--- config.mk ---
export PLATFORM = sky130hd
export DESIGN_NAME = pcfg_loader
export DESIGN_NICKNAME = d
export VERILOG_FILES = /design/src/rtl/pcfg_pkg.sv /design/src/rtl/pcfg_clkgen.sv /design/src/rtl/pcfg_evcnt.sv /design/src/rtl/pcfg_loader.sv
export SDC_FILE = /design/constraint.sdc
export NUM_CORES = 1
export LEC_CHECK = 0
export ABC_CLOCK_PERIOD_IN_PS = 4100
export BUFFER_PORTS_ARGS = -buffer_cell sky130_fd_sc_hd__buf_2
export CAP_MARGIN = 25
export CORE_UTILIZATION = 52
export DETAILED_ROUTE_END_ITERATION = 8
export PLACE_DENSITY = 0.82
export SETUP_SLACK_MARGIN = 0.02
export SLEW_MARGIN = 20
export SYNTH_ARGS = -nofsm -noshare
export SYNTH_HDL_FRONTEND = slang
export SYNTH_HIERARCHICAL = 1
export SYNTH_SLANG_ARGS = --single-unit
--- constraint.sdc ---
create_clock -name clk_i -period 4.1 [get_ports clk_i]
set_clock_uncertainty 0.1 [all_clocks]
set_input_delay 0.41 -clock clk_i [delete_from_list [all_inputs] [get_ports clk_i]]
set_output_delay 0.41 -clock clk_i [all_outputs]
set_load 0.01 [all_outputs]
--- src/rtl/pcfg_pkg.sv ---
package pcfg_pkg;
  typedef enum logic [2:0] {
    ST_IDLE, ST_PROG, ST_INIT, ST_LOAD, ST_DRAIN, ST_START, ST_FIN, ST_ERR
  } ld_state_e;

  typedef enum logic [1:0] {
    PH_IDLE, PH_LOW, PH_HIGH
  } clk_phase_e;
endpackage

--- src/rtl/pcfg_clkgen.sv ---
module pcfg_clkgen
  import pcfg_pkg::*;
#(
  parameter int HALF_CYC = 2
) (
  input  logic clk_i,
  input  logic rst_ni,
  input  logic go_i,
  input  logic hold_i,
  output logic cclk_o,
  output logic idle_o,
  output logic rise_o
);
  localparam int CW = (HALF_CYC > 1) ? $clog2(HALF_CYC) : 1;
  localparam logic [CW-1:0] RELOAD = CW'(HALF_CYC - 1);

  clk_phase_e ph_q;
  logic [CW-1:0] cnt_q;

  assign idle_o = (ph_q == PH_IDLE);
  // rising edge is committed on the next clock
  assign rise_o = (ph_q == PH_LOW) && (cnt_q == '0) && !hold_i;

  always_ff @(posedge clk_i or negedge rst_ni) begin
    if (!rst_ni) begin
      ph_q   <= PH_IDLE;
      cnt_q  <= '0;
      cclk_o <= 1'b0;
    end else begin
      unique case (ph_q)
        PH_IDLE: if (go_i) begin
          ph_q  <= PH_LOW;
          cnt_q <= RELOAD;
        end
        PH_LOW: begin
          if (cnt_q != '0) cnt_q <= cnt_q - 1'b1;
          else if (!hold_i) begin
            ph_q   <= PH_HIGH;
            cnt_q  <= RELOAD;
            cclk_o <= 1'b1;
          end
        end
        PH_HIGH: begin
          if (cnt_q != '0) cnt_q <= cnt_q - 1'b1;
          else begin
            ph_q   <= PH_IDLE;
            cclk_o <= 1'b0;
          end
        end
        default: ph_q <= PH_IDLE;
      endcase
    end
  end

  assert_no_rise_in_busy_R6: assert property (@(posedge clk_i) disable iff (!rst_ni)
    $rose(cclk_o) |-> !$past(hold_i));
  assert_idle_clock_low_R5: assert property (@(posedge clk_i) disable iff (!rst_ni)
    idle_o |-> !cclk_o);
endmodule

--- src/rtl/pcfg_evcnt.sv ---
module pcfg_evcnt #(
  parameter int W = 4
) (
  input  logic         clk_i,
  input  logic         rst_ni,
  input  logic         clr_i,
  input  logic         inc_i,
  output logic [W-1:0] q_o
);
  always_ff @(posedge clk_i or negedge rst_ni) begin
    if (!rst_ni)    q_o <= '0;
    else if (clr_i) q_o <= '0;
    else if (inc_i) q_o <= q_o + 1'b1;
  end
endmodule

--- src/rtl/pcfg_loader.sv ---
module pcfg_loader
  import pcfg_pkg::*;
#(
  parameter int HALF_CYC     = 2,
  parameter int PROG_CYC     = 32,
  parameter int DONE_TMO     = 64,
  parameter int STARTUP_CLKS = 9
) (
  input  logic       clk_i,
  input  logic       rst_ni,
  input  logic       start_i,
  input  logic       clear_i,
  input  logic [7:0] byte_i,
  input  logic       valid_i,
  input  logic       last_i,
  output logic       ready_o,
  output logic       prog_no,
  output logic       csn_o,
  output logic       rdwrn_o,
  output logic       cclk_o,
  output logic [7:0] data_o,
  input  logic       init_ni,
  input  logic       done_i,
  input  logic       busy_i,
  output logic       cfg_done_o,
  output logic       err_o
);
  localparam int PW   = $clog2(PROG_CYC + 1);
  localparam int EMAX = (DONE_TMO > STARTUP_CLKS) ? DONE_TMO : STARTUP_CLKS;
  localparam int EW   = $clog2(EMAX + 1);
  localparam logic [PW-1:0] PROG_LAST = PW'(PROG_CYC - 1);
  localparam logic [EW-1:0] TMO_N     = EW'(DONE_TMO);
  localparam logic [EW-1:0] SU_N      = EW'(STARTUP_CLKS);

  ld_state_e state_q, state_d;
  logic [7:0]    data_q;
  logic [PW-1:0] prog_q;
  logic [EW-1:0] ev_q;
  logic cg_go, cg_idle, cg_rise, fire, ev_clr, ev_inc, in_xfer;

  assign in_xfer = (state_q == ST_LOAD) || (state_q == ST_DRAIN) || (state_q == ST_START);
  assign ready_o = (state_q == ST_LOAD) && cg_idle;
  assign fire    = valid_i && ready_o;

  assign cg_go = fire
               || ((state_q == ST_DRAIN) && cg_idle && (ev_q != TMO_N))
               || ((state_q == ST_START) && cg_idle && (ev_q != SU_N));

  assign ev_clr = (fire && last_i) || ((state_q == ST_DRAIN) && done_i);
  assign ev_inc = cg_rise && ((state_q == ST_DRAIN) || (state_q == ST_START));

  pcfg_clkgen #(.HALF_CYC(HALF_CYC)) u_clkgen (
    .clk_i (clk_i),
    .rst_ni(rst_ni),
    .go_i  (cg_go),
    .hold_i(busy_i),
    .cclk_o(cclk_o),
    .idle_o(cg_idle),
    .rise_o(cg_rise)
  );

  pcfg_evcnt #(.W(PW)) u_prog_cnt (
    .clk_i (clk_i),
    .rst_ni(rst_ni),
    .clr_i (state_q != ST_PROG),
    .inc_i (1'b1),
    .q_o   (prog_q)
  );

  pcfg_evcnt #(.W(EW)) u_edge_cnt (
    .clk_i (clk_i),
    .rst_ni(rst_ni),
    .clr_i (ev_clr),
    .inc_i (ev_inc),
    .q_o   (ev_q)
  );

  always_comb begin
    state_d = state_q;
    unique case (state_q)
      ST_IDLE, ST_FIN, ST_ERR:
        if (start_i) state_d = clear_i ? ST_PROG : ST_INIT;
      ST_PROG:  if (prog_q == PROG_LAST) state_d = ST_INIT;
      ST_INIT:  if (init_ni) state_d = ST_LOAD;
      ST_LOAD:  if (fire && last_i) state_d = ST_DRAIN;
      ST_DRAIN: begin
        if (done_i) state_d = ST_START;
        else if ((ev_q == TMO_N) && cg_idle) state_d = ST_ERR;
      end
      ST_START: if ((ev_q == SU_N) && cg_idle) state_d = ST_FIN;
      default:  state_d = ST_IDLE;
    endcase
  end

  always_ff @(posedge clk_i or negedge rst_ni) begin
    if (!rst_ni) begin
      state_q <= ST_IDLE;
      data_q  <= '0;
    end else begin
      state_q <= state_d;
      if (fire) data_q <= byte_i;
    end
  end

  assign prog_no    = (state_q != ST_PROG);
  assign csn_o      = !in_xfer;
  assign rdwrn_o    = !in_xfer;
  assign data_o     = data_q;
  assign cfg_done_o = (state_q == ST_FIN);
  assign err_o      = (state_q == ST_ERR);

  assert_clk_needs_select_R10: assert property (@(posedge clk_i) disable iff (!rst_ni)
    cclk_o |-> !csn_o);
  assert_prog_quiet_R10: assert property (@(posedge clk_i) disable iff (!rst_ni)
    !prog_no |-> (csn_o && !cclk_o));
  assert_data_setup_R5: assert property (@(posedge clk_i) disable iff (!rst_ni)
    $rose(cclk_o) |-> $stable(data_o));
  assert_data_hold_R5: assert property (@(posedge clk_i) disable iff (!rst_ni)
    (cclk_o && $past(cclk_o)) |-> $stable(data_o));
  assert_ready_phase_R9: assert property (@(posedge clk_i) disable iff (!rst_ni)
    ready_o |-> (!csn_o && !cclk_o));
  assert_finish_quiet_R7: assert property (@(posedge clk_i) disable iff (!rst_ni)
    cfg_done_o |-> (csn_o && rdwrn_o && !cclk_o));
  assert_err_no_clock_R8: assert property (@(posedge clk_i) disable iff (!rst_ni)
    err_o |-> (!cclk_o && csn_o));
endmodule

* After elaboration in Yosys (flattened, before gate mapping) *
Index checks and enable logic that the tools add are counted.

word-level totals
  word-level logic and storage cells = 93
  output and inout port bits = 15
  input bits = 17
  register bits after elaboration = 28

cells by class
  $add $sub $neg = 3
  multiplexer cells = 26
  bitwise operators = 1
  eq/ne operators = 25
  reductions and logical operators = 31

operator list
  kind                                            count
  2-to-1 mux 3 bit                                7
  one-hot mux 3 bit (6 select lines)              1
  2-to-1 mux 7 bit                                2
  != test 2 bit (second input constant)           7
  logical AND 1 bit                               13
  == test 3 bit (second input constant)           4
  2-to-1 mux 2 bit                                5
  AND reduction 4 bit                             2
  adder 7 x 1 -> 7 bit (second input constant)    1
  == test 7 x 4 -> 1 bit (second input constant)  1
  == test 7 bit (second input constant)           1
  2-to-1 mux 1 bit                                7
  != test 7 x 4 -> 1 bit (second input constant)  1
  != test 7 bit (second input constant)           1
  adder 6 x 1 -> 6 bit (second input constant)    1
  == test 3 x 2 -> 1 bit (second input constant)  2
  == test 6 x 5 -> 1 bit (second input constant)  1
  logical OR 1 bit                                6
  2-to-1 mux 6 bit                                1
  one-hot mux 2 bit (3 select lines)              1
  AND reduction 6 bit                             1
  != test 2 x 1 -> 1 bit (second input constant)  2
  nonzero test 2 bit                              2
  == test 3 x 1 -> 1 bit (second input constant)  1
  14 further kinds                                15

* Depth between registers and ports, before layout *
Gate-level depths: netlist of the first run.

  word-level depth = 7
  mapped depth = 8
  mapped depth without buffers = 7

* Cells and area by module *
Netlist of the first run, hierarchy kept.

modules (own cells, without submodules)
  module                   times used  area each (µm²)  cells an instance
  pcfg_loader              1           752.0            77
  pcfg_evcnt (u_edge_cnt)  1           307.8            29
  pcfg_evcnt (u_prog_cnt)  1           269.0            24
  pcfg_clkgen              1           185.2            17

* Worst setup path before layout of the first run *
No wires, ideal clock.

  path type = reg2reg
  from = register u_edge_cnt.q_o[1]
  to = register state_q[2]
  path slack = 2274 ps
  library setup time = 125 ps
  arrival time = 1600 ps
  stages on the path, launching flop included = 6
  cell sequence = dfrtp_1 > nor4_4 > nand4_1 > a221o_1 > a21o_1 > mux2_4

on the way
  word-level cells in the longest chain between the ends = 4

RTL lines
  item                                                                        line                                  source
  start: declaration                                                          pcfg_evcnt.sv:8                       output logic [W-1:0] q_o
  start signal: assignment                                                    pcfg_evcnt.sv:13                      else if (inc_i) q_o <= q_o + 1'b1;
  == test 7 bit or == test 7 x 4 -> 1 bit (tied branches)                     pcfg_loader.sv:88, pcfg_loader.sv:90
  logical AND 1 bit (on tied branches)                                        pcfg_loader.sv:88, pcfg_loader.sv:90
  != test 3 x 2 -> 1 bit (no line) or != test 2 x 1 -> 1 bit (tied branches)  --
  AND reduction 6 bit (no line) (*)                                           --
  end signal: assignment                                                      pcfg_loader.sv:100                    state_q <= state_d;
  end: declaration                                                            pcfg_loader.sv:35                     ld_state_e state_q, state_d;

Every way passes the cells marked *; elsewhere a longest branch is shown, timed or not.
A chain may end at the register's enable or synchronous reset.

* Final worst setup path of the first run *
  from = register state_q[0]
  to = output ready_o

on the way
  word-level cells in the longest chain between the ends = 2

RTL lines
  item                    line               source
  == test 3 x 2 -> 1 bit  pcfg_loader.sv:42  assign ready_o = (state_q == ST_LOAD) && cg_idle;
  logical AND 1 bit       pcfg_loader.sv:42
  end: declaration        pcfg_loader.sv:16  output logic ready_o,

No other way between the ends.

==> flow_summary.yaml, run 1 <==
clock_network:
  cts_resized: 0
  cts_buffers: 3
  clkLatencyLatePin_ns: 0.33
  root_buffer: "clkbuf_4"
  clk_pin_slew_worst_paths_ns: 0.15
  cts-htree-levels: 1
  clk_path_buf_depth: 2
  cts.sinks: 28
  cts_tree: "done"
global_route:
  track_usage: 0.214
  globalRouteOverflowTotal: 0
  busiest_layer: "met2"
  grt_pass1_vias: 1193
  grt_pass1_wl_um: 5240
  antenna_found_initial: 0
  use_met3: 0.0326
  use_met2: 0.391
  grt_max_degree: 29
  grt_util_met1: 0.270
placement:
  dp_hpwl_um: 2370
  io_buffers: 31
  dp_slack_ns: 2.02
  gp_congestion: 0.867
sta:
  grt_setup_unrepaired: "false"
  period_share: 0.528
  min_period_ns: 2.17
  hold_viol_final: 0
  finalMaxSlewViolations: 0
  worstMarginPinSlew_ns: 0.623
  finalSetupViolations: 0
  max_freq_mhz: 462
  layout_setup_ws_ns: 1.93
  tns_ns: 0
  slew_headroom: 0.585
routing:
  vias: 1219
  via_per_inst: 5.70
  avgRoutedWirePerCell_um: 14.4
  route.detailed.drc: 0
  drt-initial-drc-count: 33
  wl_um: 3070
  ant_nets: 0
  drt-pass1-iter-count: 5
synthesis:
  ys_types: 41
  yosysTopAreaCellShare: 0.463
  yosysTopAreaCell: "dfrtp_1"
  ys_seq_elements: 28
  yosys_warnings: 6
  async_reset_ff_frac: 1.00
  synth-xor-area-share: 0.0463
  ys.flop_type: "dfrtp_1"
  synth_top_family_by_area: "simple AND/OR/NAND/NOR gates"
  netlist_instances: 147
  synth_compound_area_frac: 0.129
  avgSynthCellArea_um2: 10.3
  synthTopCellsByArea: "dfrtp_1 (46%), mux2_2 (6.0%), nor2_1 (3.7%), o21ai_0 (3.6%), xor2_1 (3.5%)"
  syn_area_mm2: 0.00151
  synthSimpleGateAreaFrac: 0.209
  synth_edf_count: 0
  synthMuxAreaShare: 0.0893
  yosysSeqAreaShare: 0.463
  synthAdderAreaFrac: 0.0331
floorplanning:
  start_util: 0.549
  rows: 19
  design.core.area_mm2: 0.00276
  fp.dieW_um: 56.0
  io_pins: 32
  die-height_um: 56.0
  dieArea_mm2: 0.00313
critical_path:
  worstPathMaxFanout: 10
  r2r_cells: 5
  rrSetupSlack_ns: 1.95
  path_class: "reg -> out"
  endpoint_kind: "output port"
  crit_path_start_kind: "flip-flop"
  cp.arrival_ns: 1.66
  r2r-end: "u_edge_cnt/q_o[5]$_DFFE_PN0P_"
  r2r_start: "state_q[2]$_DFFE_PN0P_"
  cp.required_ns: 3.59
run:
  drv_cap: 0
worst_hold_path:
  whs_endpoint: "data_o[6]$_DFFE_PN0P_"
  hold_path_depth: 2
  hp-class: "in -> reg"
  min_from: "byte_i[6]"
power_and_ir_drop:
  power.density_mw_per_mm2: 625
  peakVddDrop_mv: 0.386
  power.leakage_nw: 0.848
final_layout:
  synthToLayoutAreaGrowth_pct: 16.4
  fillers: 235
  final_nets: 205
  drive_gt1_frac: 0.268
  diodes: 0
  multi_input_area_um2: 786
  seq_area_um2: 701
outcome:
  status: "finished, final reports clean"
==> power by group <==
part	total, mW	switching (mW)	internal, mW
clock network	0.181	0.0825	0.0990
logic	0.460	0.239	0.221
registers	0.459	0.104	0.355
total	1.10	0.426	0.675
==> worst max-delay path, cell delays in order, from the launching register on <==
cell     delay, ns
dfrtp_1       0.55
inv_1         0.17
nor2_2        0.21
and3_1        0.24
buf_2         0.15
==> sequential cells by signal, indices dropped and copies added, names as in the netlist <==
name,count
data_o,8
u_edge_cnt/q_o,7
u_prog_cnt/q_o,6
state_q,3
u_clkgen/ph_q,2
u_clkgen/cclk_o,1
u_clkgen/cnt_q,1
==> placed cells by master, fill, tap and decap left out, types with 3 or more instances in the layout <==
master,synthesis,routed
and3_1,5,5
conb_1,1,5
nand3_1,3,3
clkbuf_4,0,3
o21ai_0,11,11
nor2_1,15,15
inv_1,4,4
mux2i_1,3,3
nand2_1,8,8
ha_1,4,4
xor2_1,6,6
buf_2,1,31
nand4_1,5,5
mux2_2,8,8
a21oi_1,8,8
dfrtp_1,28,28
or3_1,3,3
and2_1,3,3
==> cell families after synthesis <==
family / Yosys count
AOI/OAI and AO/OA: 31
buffers and inverters: 9
xor gates and xnor gates: 8
other: 1
adders and majority gates: 4
and+or+nand+nor: 54
DFF: 28
muxes: 12
==> cell usage after synthesis (2+ instances only) <==
| cell | number |
|---|---|
| mux2_2 | 8 |
| dfrtp_1 | 28 |
| and2_1 | 3 |
| a211oi_1 | 2 |
| buf_4 | 2 |
| nand2_1 | 8 |
| a21oi_1 | 8 |
| nand3_1 | 3 |
| ha_1 | 4 |
| or3_1 | 3 |
| nand2b_1 | 2 |
| a221oi_1 | 2 |
| and3_1 | 5 |
| xnor2_1 | 2 |
| inv_1 | 4 |
| xor2_1 | 6 |
| nor3_1 | 2 |
| nor4_4 | 2 |
| o21ai_0 | 11 |
| mux2i_1 | 3 |
| nand4_1 | 5 |
| nor2_1 | 15 |
==> worst max-delay path by stage <==
stage	startpoint	to	slack, ns	depth (start not counted)
detailed placement	state_q[1]$_DFFE_PN0P_	state_q[2]$_DFFE_PN0P_	2.02	5
global route	state_q[2]$_DFFE_PN0P_	u_edge_cnt/q_o[6]$_DFFE_PN0P_	1.80	5
CTS	state_q[0]$_DFFE_PN0P_	prog_no	1.94	4
finish	state_q[0]$_DFFE_PN0P_	ready_o	1.93	4
floorplan	u_edge_cnt/q_o[1]$_DFFE_PN0P_	state_q[2]$_DFFE_PN0P_	2.27	5
global placement	state_q[2]$_DFFE_PN0P_	u_edge_cnt/q_o[6]$_DFFE_PN0P_	2.13	5
==> per-stage QoR <==
stage           util  instance area (um^2)  total power, mW  hold slack (ns)  std cells
3_5_place_dp   0.616                  1700            0.924            0.361        209
6_report       0.639                  1760             1.10            0.197        214
2_1_floorplan      -                  1530            0.788           0.0144        151
5_1_grt        0.639                  1760             1.18            0.178        214
4_1_cts        0.639                  1760             1.11            0.188        214
3_3_place_gp   0.616                  1700            0.896            0.348        209
==> what timing repair did <==
action	CTS	global route
hold buffers	1	0
hold endpoints to repair	28	0
setup buffers	0	0
==> per-layer routing <==
layer  share of wire  vias to the layer above
met5               0                        -
met4           0.011                        0
met3           0.029                        4
met2            0.52                       26
met1            0.44                      590
li1                -                      599
==> cell type report <==
type | instances | area share
multi-input combinational | 114 | 0.446
sequential | 28 | 0.398
timing repair buffer | 32 | 0.0937
tap | 31 | 0.0220
clock inverter | 1 | 0.0170
clock buffer | 3 | 0.0128
inverter | 5 | 0.0107
(Power assumes the default switching activity.)
==> run 2: changes to the inputs <==
--- a/config.mk
+++ b/config.mk
@@ -5,12 +5,13 @@
 export SDC_FILE = /design/constraint.sdc
 export NUM_CORES = 1
 export LEC_CHECK = 0
-export ABC_CLOCK_PERIOD_IN_PS = 4100
+export ABC_AREA = 1
+export ABC_CLOCK_PERIOD_IN_PS = 2100
 export BUFFER_PORTS_ARGS = -buffer_cell sky130_fd_sc_hd__buf_2
 export CAP_MARGIN = 25
 export CORE_UTILIZATION = 52
 export DETAILED_ROUTE_END_ITERATION = 8
-export PLACE_DENSITY = 0.82
+export PLACE_DENSITY = 0.8
 export SETUP_SLACK_MARGIN = 0.02
 export SLEW_MARGIN = 20
 export SYNTH_ARGS = -nofsm -noshare
==> constraint.sdc (replaced) <==
create_clock -name clk_i -period 2.1 [get_ports clk_i]
set_clock_uncertainty 0.1 [all_clocks]
set_input_delay 0.21 -clock clk_i [delete_from_list [all_inputs] [get_ports clk_i]]
set_output_delay 0.21 -clock clk_i [all_outputs]
set_load 0.01 [all_outputs]
==> run 2 against run 1 <==
Net effect:
- sequential power grew 79%
- total power grew 100%
- routed wire length grew 12%
- design area grew 19%
- critical path type unchanged
- clock power grew 93%
- critical path depth grew 1
==> flow_summary.yaml, run 2 <==
outcome:
  status: "finished, final reports clean"
final_layout:
  final_common_cell: "nand2_1"
  final_nets: 290
  synthToLayoutAreaGrowth_pct: 20.2
  drive_gt1_frac: 0.272
  post-route-cell-area_mm2: 0.00209
  largest_register_ffs: 8
  final_cell_mix: "nand2_1 (57), buf_2 (31), dfrtp_1 (28)"
  utilization: 0.674
  fillers: 271
  diodes: 0
sta:
  grt_setup_unrepaired: "false"
  period_share: 0.881
  finalMaxSlewViolations: 0
  worstMarginPinSlew_ns: 0.620
  max_freq_mhz: 541
  tns_ns: 0
  hold_viol_final: 0
  min_period_ns: 1.85
  slew_headroom: 0.586
  finalSetupViolations: 0
  hold_slack_ns: 0.0416
global_route:
  track_usage: 0.205
  grt_pass1_vias: 1313
  grt_pass1_wl_um: 5530
  use_met3: 0.0281
  busiest_layer: "met2"
  antenna_found_initial: 0
  grt_util_met1: 0.281
  globalRouteOverflowTotal: 0
  grt_max_degree: 29
  use_met2: 0.330
floorplanning:
  dieArea_mm2: 0.00358
  io_pins: 32
  design.core.area_mm2: 0.00310
  fp.dieW_um: 59.8
  rows: 20
  die-height_um: 59.8
  start_util: 0.560
routing:
  ant_nets: 0
  drt-initial-drc-count: 60
  vias: 1505
  drt-pass1-iter-count: 4
  route.detailed.drc: 0
  via_per_inst: 4.82
  avgRoutedWirePerCell_um: 11.0
  wl_um: 3450
critical_path:
  rrSetupSlack_ns: 0.26
  path_class: "reg -> out"
  cp.arrival_ns: 1.54
  r2r-end: "u_edge_cnt/q_o[5]$_DFFE_PN0P_"
  cp.required_ns: 1.79
  crit_path_cell_trace: "nor2_1, nand2_1, nand2_1, nor2_1, buf_2"
  endpoint_kind: "output port"
  setup.worst_path.start: "state_q[0]$_DFFE_PN0P_"
  crit_path_start_kind: "flip-flop"
  r2r_start: "state_q[1]$_DFFE_PN0P_"
  crit_path_end: "rdwrn_o"
  cpPeakStageDelay_ns: 0.54
  slowest_stage: "dfrtp_1"
  worstPathMaxFanout: 8
  r2r_cells: 8
synthesis:
  yosysTopAreaCell: "dfrtp_1"
  yosysTopAreaCellShare: 0.403
  syn_area_mm2: 0.00174
  ys_types: 24
  async_reset_ff_frac: 1.00
  ys.flop_type: "dfrtp_1"
  synth_common_cells: "nand2_1 (57), dfrtp_1 (28), inv_1 (25), nand3_1 (22), nor2_1 (22)"
  synth_edf_count: 0
  yosysSeqAreaShare: 0.403
  ys_seq_elements: 28
  netlist_instances: 223
  synthTopCellsByArea: "dfrtp_1 (40%), nand2_1 (12%), mux2_4 (6.9%), nand3_1 (6.3%), inv_1 (5.4%)"
  avgSynthCellArea_um2: 7.80
  yosys_warnings: 6
  synth.most_common_cell: "nand2_1"
clock_network:
  cts_tree: "done"
  clk_path_buf_depth: 2
  cts.sinks: 28
  cts_setup_buffers: 0
  clk_pin_slew_worst_paths_ns: 0.15
  clkLatencyLatePin_ns: 0.32
  cts-htree-levels: 1
  cts_buffers: 3
  root_buffer: "clkbuf_4"
placement:
  placed_cell_area_mm2: 0.00195
  io_buffers: 31
  dp_hpwl_um: 2420
  gp_congestion: 0.835
power_and_ir_drop:
  power.density_mw_per_mm2: 1070
  peakVddDrop_mv: 0.545
  p_total_mw: 2.23
  power.leakage_nw: 1.13
worst_hold_path:
  hp-class: "in -> reg"
run:
  drv_cap: 0
run 2: changes by cell type after synthesis, moves of 7 or more:
cell / previous run / this run
inv_1: 4 / 25
inv_2: 1 / 10
mux2_2: 8 / 0
mux2_4: 1 / 8
nand2_1: 8 / 57
nand3_1: 3 / 22
nor2_1: 15 / 22
nor2_4: 0 / 7
o21ai_0: 11 / 4
run 2: cell type report:
| class | count | area [um^2] | share of cell area |
|---|---|---|---|
| inverter | 35 | 131 | 0.0628 |
| clock inverter | 1 | 30.0 | 0.0144 |
| timing repair buffer | 40 | 245 | 0.117 |
| clock buffer | 3 | 22.5 | 0.0108 |
| sequential | 28 | 701 | 0.335 |
| tap | 44 | 55.1 | 0.0263 |
| multi-input combinational | 161 | 906 | 0.433 |
run 2: metal layers:
metal  wire length, um  share of wire
met1              1660           0.48
met2              1600           0.46
met3               169          0.049
met4                16         0.0046
met5                 0              0
run 2: cell families (layout without fill, tap and decap cells):
group	after synthesis	in the layout	share of synthesized area
buffers and inverters	37	79	0.0827
adder cells (fa/ha/maj)	4	4	0.0288
other	1	4	0.00216
multiplexers	8	8	0.0691
AO/OA/AOI/OAI	22	22	0.0705
AND/OR/NAND/NOR	123	123	0.344
flip-flops	28	28	0.403
run 2: worst min-delay path by stage:
stage | from | cells after the start | slack [ns] | to
5_1_grt | busy_i | 3 | 0.03 | u_clkgen/ph_q[0]$_DFFE_PN0P_
3_3_place_gp | rst_ni | 1 | 0.17 | u_edge_cnt/q_o[3]$_DFFE_PN0P_
6_report | busy_i | 3 | 0.04 | u_clkgen/ph_q[0]$_DFFE_PN0P_
4_1_cts | byte_i[7] | 2 | 0.005 | data_o[7]$_DFFE_PN0P_
3_5_place_dp | rst_ni | 1 | 0.16 | u_edge_cnt/q_o[3]$_DFFE_PN0P_
2_1_floorplan | rst_ni | 0 | -0.19 | data_o[0]$_DFFE_PN0P_
run 2: power by group:
group | total [mW] | switching, mW | internal (mW)
clock network | 0.350 | 0.157 | 0.193
registers | 0.823 | 0.135 | 0.688
logic | 1.06 | 0.610 | 0.445
total | 2.23 | 0.903 | 1.33
run 2: repair_timing:
action,in CTS,in global routing
hold endpoints to repair,34,2
hold buffers,7,2
resized for setup,0,0
run 2: stage by stage:
stage          std cells  setup slack (ns)
3_5_place_dp         299             0.355
5_1_grt              312             0.138
4_1_cts              310             0.262
3_3_place_gp         299             0.398
6_report             312             0.251
2_1_floorplan        226             0.459
run 2: worst max-delay path, delay by kind of cell (launching register included):
family	cells	cell delay, ns
flip-flops	1	0.54
buffers and inverters	1	0.18
AND/OR/NAND/NOR	4	0.50
==> run 3: changes to the inputs <==
--- a/config.mk
+++ b/config.mk
@@ -9,9 +9,9 @@
 export ABC_CLOCK_PERIOD_IN_PS = 2100
 export BUFFER_PORTS_ARGS = -buffer_cell sky130_fd_sc_hd__buf_2
 export CAP_MARGIN = 25
-export CORE_UTILIZATION = 52
+export CORE_UTILIZATION = 53
 export DETAILED_ROUTE_END_ITERATION = 8
-export PLACE_DENSITY = 0.8
+export PLACE_DENSITY = 0.82
 export SETUP_SLACK_MARGIN = 0.02
 export SLEW_MARGIN = 20
 export SYNTH_ARGS = -nofsm -noshare
==> run 3 against run 2 <==
Net effect:
- final cell count did not move
- design area is the same
- maximum frequency is 1.6% higher
- first-iteration DRC count is 28% higher
- global-route usage up 1.2 points
- clock power up 1%
- die area shrank 1.8%
- setup slack gained 0.030 ns
- register-to-register slack improved by 0.04 ns
- routed wire length grew 0.96%
- clock-buffer cell count stayed put
- highest routed layer unchanged
==> flow_summary.yaml, run 3 (synthesized netlist as in run 2, its figures left out) <==
final_layout:
  final_cell_mix: "nand2_1 (57), buf_2 (31), dfrtp_1 (28)"
  largest_register_ffs: 8
  drive_gt1_frac: 0.272
  final_nets: 290
  diodes: 0
  synthToLayoutAreaGrowth_pct: 20.2
  stdcell_count: 312
  final_common_cell: "nand2_1"
  post-route-cell-area_mm2: 0.00209
global_route:
  globalRouteOverflowTotal: 0
  grt_pass1_vias: 1367
  antenna_found_initial: 0
  grt_pass1_wl_um: 5770
  grt_max_degree: 29
  track_usage: 0.217
routing:
  wl_met1_um: 1610
  wl_met2_um: 1700
  route.detailed.drc: 0
  avgRoutedWirePerCell_um: 11.1
  drt-pass1-iter-count: 4
  via_per_inst: 4.75
  ant_nets: 0
  drt-initial-drc-count: 77
  wl_um: 3480
  vias: 1481
  wl_met3_um: 122
  top_layer: "met4"
placement:
  gp_congestion: 0.818
  placed_cell_area_mm2: 0.00195
  dpl.cell_count: 299
  dp_hpwl_um: 2470
  io_buffers: 31
clock_network:
  hold_buffers: 8
  cts-htree-levels: 1
  clk_pin_slew_worst_paths_ns: 0.15
  cts_tree: "done"
  cts.sinks: 28
  cts_buffers: 3
  clkLatencyLatePin_ns: 0.33
  clk_path_buf_depth: 2
  root_buffer: "clkbuf_4"
  cts_resized: 0
  cts_setup_buffers: 0
critical_path:
  r2r-end: "u_edge_cnt/q_o[6]$_DFFE_PN0P_"
  crit_path_cell_trace: "nor2_1, nand2_1, nand2_1, nor2_1, buf_2"
  crit_family: "flip-flops"
  r2r_start: "state_q[0]$_DFFE_PN0P_"
  critPathBufInv: 1
  worstPathMaxFanout: 8
  endpoint_kind: "output port"
  cp.required_ns: 1.79
  crit_path_start_kind: "flip-flop"
  r2r_cells: 8
  cp.arrival_ns: 1.51
  rrSetupSlack_ns: 0.30
  path_class: "reg -> out"
  cpPeakStageDelay_ns: 0.55
  slowest_stage: "dfrtp_1"
sta:
  max_freq_mhz: 550
  min_period_ns: 1.82
  finalMaxSlewViolations: 0
  slew_headroom: 0.595
  worstMarginPinSlew_ns: 0.608
  hold_slack_ns: 0.0368
  finalSetupViolations: 0
  period_share: 0.866
  tns_ns: 0
  grt_setup_unrepaired: "false"
  hold_viol_final: 0
floorplanning:
  fp.dieW_um: 59.3
  design.core.area_mm2: 0.00308
  start_util: 0.565
  die-height_um: 59.3
  dieArea_mm2: 0.00351
  rows: 20
  io_pins: 32
run:
  drv_cap: 0
power_and_ir_drop:
  switching_share: 0.408
  power.density_mw_per_mm2: 1070
  p_total_mw: 2.24
  power.leakage_nw: 1.13
  power_frac_seq: 0.369
  internal-power_mw: 1.33
  peakVddDrop_mv: 0.520
  clockPowerShare: 0.158
  switchingPower_mw: 0.913
  power_frac_comb: 0.473
worst_hold_path:
  whs_endpoint: "u_clkgen/ph_q[0]$_DFFE_PN0P_"
  hp-class: "in -> reg"
  min_from: "busy_i"
  hold_path_depth: 3
outcome:
  status: "finished, final reports clean"
## run 3: cell counts in the layout (fill, tap and decap cells not counted)
Identical to the previous run, type by type.
## run 3: worst max path at each step
stage	slack (ns)	from	depth (start not counted)	endpoint
floorplan	0.46	state_q[0]$_DFFE_PN0P_	9	u_edge_cnt/q_o[6]$_DFFE_PN0P_
global placement	0.40	state_q[1]$_DFFE_PN0P_	8	u_edge_cnt/q_o[6]$_DFFE_PN0P_
detailed placement	0.33	state_q[0]$_DFFE_PN0P_	6	u_edge_cnt/q_o[4]$_DFFE_PN0P_
CTS	0.27	state_q[0]$_DFFE_PN0P_	5	rdwrn_o
global route	0.11	state_q[1]$_DFFE_PN0P_	8	u_edge_cnt/q_o[5]$_DFFE_PN0P_
finish	0.28	state_q[0]$_DFFE_PN0P_	5	rdwrn_o
## run 3: worst min-delay path: stages
cell and delay, ns:
buf_2 0.08, nor2_2 0.04, o21ai_1 0.10
## run 3: layout make-up
class                           count  area, um^2
Fill cell                         250         987
Multi-Input combinational cell    161         906
Sequential cell                    28         701
Timing Repair Buffer               40         245
Inverter                           35         131
Tap cell                           44        55.1
Clock inverter                      1        30.0
Clock buffer                        3        22.5
## run 3: metal layers
| metal | global-route usage | up-vias |
|---|---|---|
| li1 | - | 786 |
| met5 | 0 | - |
| met1 | 0.281 | 660 |
| met4 | 0.0782 | 0 |
| met2 | 0.371 | 30 |
| met3 | 0.0284 | 5 |
## run 3: power by group through the flow
stage	Clock [mW]	Sequential, mW	Combinational [mW]
2_1_floorplan	0	0.844	0.764
3_3_place_gp	0	0.821	1.03
3_5_place_dp	0	0.833	1.04
4_1_cts	0.365	0.821	1.06
5_1_grt	0.392	0.850	1.18
6_report	0.355	0.827	1.06
## run 3: through the flow
step | utilization | setup WS, ns
2_1_floorplan | - | 0.459
3_3_place_gp | 0.633 | 0.399
3_5_place_dp | 0.633 | 0.334
4_1_cts | 0.676 | 0.273
5_1_grt | 0.679 | 0.115
6_report | 0.679 | 0.281
